[src/rtl/conv_result_pkg.sv]
package conv_result_pkg;

   localparam int RES_STEP  = 2;
   localparam int SEL_W     = 2;
   localparam int NUM_RES   = 1 << SEL_W;

   typedef enum logic [SEL_W-1:0] {
      RES_W0 = 2'b00,
      RES_W1 = 2'b01,
      RES_W2 = 2'b10,
      RES_W3 = 2'b11
   } res_sel_e;

   typedef struct packed {
      logic     overwrite;
      res_sel_e res;
      logic     left;
   } fmt_cfg_t;

   function automatic int sel_width(input int raw_w, input res_sel_e sel);
      return raw_w - RES_STEP * int'(sel);
   endfunction

endpackage

[src/rtl/crr_cfg_lock.sv]
module crr_cfg_lock
   import conv_result_pkg::*;
(
   input  logic     clk,
   input  logic     rst_n,
   input  logic     we,
   input  fmt_cfg_t wr_cfg,
   input  logic     reg_busy,
   input  logic     inj_busy,
   output fmt_cfg_t cfg_q
);

   logic pol_open;
   logic fmt_open;

   assign pol_open = we && !reg_busy;
   assign fmt_open = we && !reg_busy && !inj_busy;

   always_ff @(posedge clk or negedge rst_n) begin
      if (!rst_n) begin
         cfg_q.overwrite <= 1'b0;
         cfg_q.res       <= RES_W0;
         cfg_q.left      <= 1'b0;
      end else begin
         if (pol_open) begin
            cfg_q.overwrite <= wr_cfg.overwrite;
         end
         if (fmt_open) begin
            cfg_q.res  <= wr_cfg.res;
            cfg_q.left <= wr_cfg.left;
         end
      end
   end

   assert_policy_locked_R11: assert property (@(posedge clk) disable iff (!rst_n)
      reg_busy |=> $stable(cfg_q.overwrite));

   assert_format_locked_R12: assert property (@(posedge clk) disable iff (!rst_n)
      (reg_busy || inj_busy) |=> ($stable(cfg_q.res) && $stable(cfg_q.left)));

endmodule

[src/rtl/crr_formatter.sv]
module crr_formatter
   import conv_result_pkg::*;
#(
   parameter int RAW_W  = 12,
   parameter int DATA_W = 16
)(
   input  logic [RAW_W-1:0]  raw,
   input  res_sel_e          res,
   input  logic              left,
   output logic [DATA_W-1:0] word
);

   logic [DATA_W-1:0] cand_r [NUM_RES];
   logic [DATA_W-1:0] cand_l [NUM_RES];

   for (genvar k = 0; k < NUM_RES; k++) begin : g_width
      localparam int FW = RAW_W - RES_STEP * k;
      logic [FW-1:0] field;
      assign field     = raw[FW-1:0];
      assign cand_r[k] = DATA_W'(field);
      assign cand_l[k] = DATA_W'(field) << (DATA_W - FW);
   end

   always_comb begin
      if (left) begin
         word = cand_l[res];
      end else begin
         word = cand_r[res];
      end
   end

endmodule

[src/rtl/crr_data_hold.sv]
module crr_data_hold #(
   parameter int DATA_W = 16
)(
   input  logic              clk,
   input  logic              rst_n,
   input  logic              valid,
   input  logic [DATA_W-1:0] word,
   input  logic              rd,
   input  logic              ovr_clr,
   input  logic              overwrite,
   output logic [DATA_W-1:0] data_q,
   output logic              eoc_q,
   output logic              ovr_q
);

   logic ovr_evt;
   logic load;

   assign ovr_evt = valid && eoc_q && !rd;
   assign load    = valid && (!ovr_evt || overwrite);

   always_ff @(posedge clk or negedge rst_n) begin
      if (!rst_n) begin
         data_q <= '0;
      end else if (load) begin
         data_q <= word;
      end
   end

   always_ff @(posedge clk or negedge rst_n) begin
      if (!rst_n) begin
         eoc_q <= 1'b0;
      end else if (valid) begin
         eoc_q <= 1'b1;
      end else if (rd) begin
         eoc_q <= 1'b0;
      end
   end

   always_ff @(posedge clk or negedge rst_n) begin
      if (!rst_n) begin
         ovr_q <= 1'b0;
      end else if (ovr_evt) begin
         ovr_q <= 1'b1;
      end else if (ovr_clr) begin
         ovr_q <= 1'b0;
      end
   end

   assert_strobe_sets_eoc_R2: assert property (@(posedge clk) disable iff (!rst_n)
      (valid && !eoc_q) |=> (eoc_q && data_q == $past(word)));

   assert_read_clears_R3: assert property (@(posedge clk) disable iff (!rst_n)
      (rd && !valid) |=> (!eoc_q && $stable(data_q)));

   assert_overrun_flags_R4: assert property (@(posedge clk) disable iff (!rst_n)
      (valid && eoc_q && !rd) |=> (ovr_q && eoc_q));

   assert_keep_old_R5: assert property (@(posedge clk) disable iff (!rst_n)
      (valid && eoc_q && !rd && !overwrite) |=> $stable(data_q));

   assert_take_new_R6: assert property (@(posedge clk) disable iff (!rst_n)
      (valid && eoc_q && !rd && overwrite) |=> (data_q == $past(word)));

   assert_ovr_sticky_R7: assert property (@(posedge clk) disable iff (!rst_n)
      (ovr_q && !ovr_clr) |=> ovr_q);

   assert_read_with_strobe_R13: assert property (@(posedge clk) disable iff (!rst_n)
      (valid && rd && !ovr_q) |=> (!ovr_q && eoc_q));

endmodule

[src/rtl/conv_result_reg.sv]
module conv_result_reg
   import conv_result_pkg::*;
#(
   parameter int RAW_W  = 12,
   parameter int DATA_W = 16
)(
   input  logic              clk,
   input  logic              rst_n,
   input  logic              res_valid_i,
   input  logic [RAW_W-1:0]  res_raw_i,
   input  logic              rd_i,
   input  logic              cfg_we_i,
   input  logic              cfg_overwrite_i,
   input  logic [SEL_W-1:0]  cfg_res_i,
   input  logic              cfg_left_i,
   input  logic              ovr_clr_i,
   input  logic              reg_busy_i,
   input  logic              inj_busy_i,
   output logic [DATA_W-1:0] data_o,
   output logic              eoc_o,
   output logic              ovr_o
);

   localparam int MIN_W = RAW_W - RES_STEP * (NUM_RES - 1);

   if (DATA_W < RAW_W) begin : g_bad_data_w
      $error("conv_result_reg: DATA_W must be at least RAW_W");
   end
   if (MIN_W < 1) begin : g_bad_raw_w
      $error("conv_result_reg: RAW_W too small for the narrowest resolution");
   end

   fmt_cfg_t          wr_cfg;
   fmt_cfg_t          cfg_q;
   logic [DATA_W-1:0] fmt_word;

   assign wr_cfg.overwrite = cfg_overwrite_i;
   assign wr_cfg.res       = res_sel_e'(cfg_res_i);
   assign wr_cfg.left      = cfg_left_i;

   crr_cfg_lock u_cfg (
      .clk      (clk),
      .rst_n    (rst_n),
      .we       (cfg_we_i),
      .wr_cfg   (wr_cfg),
      .reg_busy (reg_busy_i),
      .inj_busy (inj_busy_i),
      .cfg_q    (cfg_q)
   );

   crr_formatter #(
      .RAW_W  (RAW_W),
      .DATA_W (DATA_W)
   ) u_fmt (
      .raw  (res_raw_i),
      .res  (cfg_q.res),
      .left (cfg_q.left),
      .word (fmt_word)
   );

   crr_data_hold #(
      .DATA_W (DATA_W)
   ) u_hold (
      .clk       (clk),
      .rst_n     (rst_n),
      .valid     (res_valid_i),
      .word      (fmt_word),
      .rd        (rd_i),
      .ovr_clr   (ovr_clr_i),
      .overwrite (cfg_q.overwrite),
      .data_q    (data_o),
      .eoc_q     (eoc_o),
      .ovr_q     (ovr_o)
   );

   int                cur_w;
   logic [DATA_W-1:0] above_r;
   logic [DATA_W-1:0] below_l;

   assign cur_w   = sel_width(RAW_W, cfg_q.res);
   assign above_r = fmt_word >> cur_w;
   assign below_l = fmt_word << cur_w;

   assert_right_high_zero_R9: assert property (@(posedge clk) disable iff (!rst_n)
      !cfg_q.left |-> (above_r == '0));

   assert_left_low_zero_R10: assert property (@(posedge clk) disable iff (!rst_n)
      cfg_q.left |-> (below_l == '0));

endmodule

[config.mk]
export PLATFORM = sky130hd
export DESIGN_NAME = conv_result_reg
export DESIGN_NICKNAME = d
export VERILOG_FILES = /design/src/rtl/conv_result_pkg.sv /design/src/rtl/crr_cfg_lock.sv /design/src/rtl/crr_formatter.sv /design/src/rtl/crr_data_hold.sv /design/src/rtl/conv_result_reg.sv
export SDC_FILE = /design/constraint.sdc
export NUM_CORES = 1
export LEC_CHECK = 0
export BUFFER_PORTS_ARGS = -buffer_cell sky130_fd_sc_hd__buf_2
export CAP_MARGIN = 40
export CORE_AREA = 2 2 52 54
export CTS_CLUSTER_DIAMETER = 30
export CTS_CLUSTER_SIZE = 8
export DETAILED_ROUTE_END_ITERATION = 6
export DIE_AREA = 0 0 54 56
export PLACE_DENSITY = 0.86
export RECOVER_POWER = 25
export SYNTH_ARGS = -nofsm -noshare
export SYNTH_HDL_FRONTEND = slang
export SYNTH_SLANG_ARGS = --single-unit
[constraint.sdc]
create_clock -name clk -period 2.8 [get_ports clk]
set_input_delay 0.42 -clock clk [delete_from_list [all_inputs] [get_ports clk]]
set_output_delay 0.42 -clock clk [all_outputs]
set_load 0.005 [all_outputs]
==> impl_metrics.env <==
export IMPL_r2r_start="u_cfg.cfg_q[0]$_DFFE_PN0P_"
export IMPL_cts_tree="done"
export IMPL_r2r_cells=4
export IMPL_portBuffers=41
export IMPL_cellLeakagePower_nw=0.679
export IMPL_clk_pin_slew_ns=0.12
export IMPL_timing_clock_skew_ns=0.00287
export IMPL_htree_levels=1
export IMPL_total_power_mw=0.881
export IMPL_post_synth_cell_area_avg_um2=10.0
export IMPL_clkSinkCount=22
export IMPL_drv_slew=0
export IMPL_holdPathStages=2
export IMPL_core_area_um2=2430
export IMPL_synthTopCellsByArea="dfrtp_1, nand2_1, mux2_2"
export IMPL_grt_start_max_net_pins=30
export IMPL_ant_nets=0
export IMPL_cp_cell_sequence="mux2_2 > a32o_1 > a31oi_1 > o21ai_1"
export IMPL_synth_edf_count=0
export IMPL_drtIter0Drc=21
export IMPL_gp_congestion=0.795
export IMPL_grt_pass1_wl_um=4260
export IMPL_path_class="reg2reg"
export IMPL_hold_end="u_hold.ovr_q$_DFFE_PN0P_"
export IMPL_routed_wl_um=2520
export IMPL_hold_path_startpoint="ovr_clr_i"
export IMPL_fin_nets=181
export IMPL_grt_pass1_vias=979
export IMPL_die_width_um=54
export IMPL_drc=0
export IMPL_setup_viol=0
export IMPL_rsz0062_at_grt="no"
export IMPL_synth_seq_cells=22
export IMPL_ys_warn_count=0
export IMPL_cts_resized=0
export IMPL_hold_ws_ns=0.281
export IMPL_critPathArrivalTime_ns=2.01
export IMPL_regArea_um2=551
export IMPL_power_density_nw_per_um2=619
export IMPL_syn_to_final_growth_pct=18.7
export IMPL_cpLargestDelayFamily="flip-flops"
export IMPL_cp_max_fo=29
export IMPL_grt_ovfl_total=0
export IMPL_track_usage=0.189
export IMPL_drive_gt1_frac=0.340
export IMPL_drtPass1Iterations=4
export IMPL_period_needed_ns=1.82
export IMPL_boundaryPins=42
export IMPL_synth_largest_area_cell="dfrtp_1"
export IMPL_status="finished clean"
export IMPL_post_cts_buffers=0
export IMPL_fin_crit_sh=0.651
export IMPL_cp_required_ns=2.99
export IMPL_cts_root_buf="clkbuf_4"
export IMPL_drv_cap=0
export IMPL_cp_end_kind="flop"
export IMPL_fin_util=0.585
export IMPL_ctsHoldBuffers=0
export IMPL_synth_top_area_frac=0.459
export IMPL_worst_pin_slew_ns=1.15
export IMPL_dieArea_um2=3020
export IMPL_fin_setup_tns_ns=0
export IMPL_hp_class="in2reg"
export IMPL_start_kind="flop"
export IMPL_start_util=0.493
export IMPL_path_buf_inv=0
export IMPL_yosysMostFrequentCell="dfrtp_1"
export IMPL_max_stage_delay_ns=0.87
export IMPL_synthTopCellsByCount="dfrtp_1, nand2_1, a31oi_1, nor2b_1"
export IMPL_syn_nets=144
export IMPL_synth_flop_cell="dfrtp_1"
export IMPL_max_clock_path_buffers=2
export IMPL_vias=1003
export IMPL_hold_violations=0
export IMPL_ys_types=29
export IMPL_synth_cells=120
export IMPL_vias_per_cell=5.39
export IMPL_slew_limit_headroom=0.234
export IMPL_worst_path_max_delay_cell="dfrtp_1"
export IMPL_reg2reg_to="u_hold.data_q[10]$_DFFE_PN0P_"
export IMPL_cts_buffers=3
export IMPL_yosysSeqAreaShare=0.459
export IMPL_fmax_ghz=0.548
export IMPL_synth_area_um2=1200
export IMPL_async_reset_ff_frac=1.00
export IMPL_vdd_ir_drop_max_v=0.000360
export IMPL_clk_latency_ns=0.31
export IMPL_final_fill_count=211
export IMPL_die_y_um=56
export IMPL_wire_per_inst_um=13.6
export IMPL_rrSetupSlack_ns=0.98
export IMPL_n_antenna_cell=0
export IMPL_fp_row_count=18
export IMPL_multi_input_area_um2=588
export IMPL_antenna_found_initial=0
worst max-delay path by stage:
stage	start	end	slack, ns	depth (start not counted)
after floorplan	u_cfg.cfg_q[1]$_DFFE_PN0P_	u_hold.data_q[10]$_DFFE_PN0P_	1.46	5
after global placement	u_cfg.cfg_q[0]$_DFFE_PN0P_	u_hold.data_q[10]$_DFFE_PN0P_	1.07	4
after detailed placement	u_cfg.cfg_q[0]$_DFFE_PN0P_	u_hold.data_q[10]$_DFFE_PN0P_	1.00	4
after CTS	u_cfg.cfg_q[0]$_DFFE_PN0P_	u_hold.data_q[10]$_DFFE_PN0P_	0.98	4
after global routing	u_cfg.cfg_q[0]$_DFFE_PN0P_	u_hold.data_q[10]$_DFFE_PN0P_	0.86	4
final	u_cfg.cfg_q[0]$_DFFE_PN0P_	u_hold.data_q[10]$_DFFE_PN0P_	0.98	4
registers in the layout (all words and copies together), names as in the netlist:
signal / cells
u_cfg.cfg_q: 4
u_hold.data_q: 16
u_hold.eoc_q: 1
u_hold.ovr_q: 1
cell usage in the layout, fill, tap and decap left out, types with 2 or more instances in the layout:
master,netlist,routed
o21ai_1,6,6
nand4b_1,2,2
nor2b_1,7,7
nand3_1,2,2
mux2_2,5,5
o21a_1,3,3
a211o_1,2,2
nand2_1,21,21
o221ai_1,2,2
clkbuf_4,0,3
a31oi_1,8,8
nor2_1,6,6
a21oi_1,4,4
o211ai_1,2,2
mux2i_1,2,2
mux2_1,4,4
nand3b_1,4,4
buf_2,4,40
mux4_2,2,2
inv_1,2,2
dfrtp_1,22,22
report_power, final:
| part | total [mW] | switching [mW] | internal [mW] |
|---|---|---|---|
| Combinational | 0.249 | 0.109 | 0.140 |
| Clock | 0.176 | 0.0963 | 0.0796 |
| Sequential | 0.457 | 0.0783 | 0.378 |
routing by layer:
layer  global-route usage  vias up  wire length (um)
met4               0.0893        0                85
met5                    0        -                 0
li1                     -      505                 -
met2                0.303       34              1190
met1                0.239      455              1110
met3               0.0349        9               135
final cells by class:
| class | instances | share of cell area |
|---|---|---|
| clock buffers | 4 | 0.0255 |
| inverters | 2 | 0.00527 |
| multi-input cells | 87 | 0.413 |
| flip-flops and latches | 22 | 0.387 |
| well taps | 30 | 0.0264 |
| repair buffers | 41 | 0.143 |
per-stage QoR:
stage	cells	area, um^2	setup slack, ns
2_1_floorplan	120	1200	1.46
3_3_place_gp	182	1390	1.07
3_5_place_dp	182	1390	1.00
4_1_cts	186	1430	0.981
5_1_grt	186	1420	0.865
6_report	186	1420	0.977
cells by family (layout without fill, tap and decap cells):
| group | count (synthesis) | after routing | share of synthesized area |
|---|---|---|---|
| AO/OA/AOI/OAI | 30 | 30 | 0.165 |
| multiplexers | 14 | 14 | 0.151 |
| AND/OR/NAND/NOR | 43 | 43 | 0.174 |
| flip-flops | 22 | 22 | 0.459 |
| buffers and inverters | 11 | 47 | 0.0511 |
No activity file was read; power rests on OpenSTA's default activity.
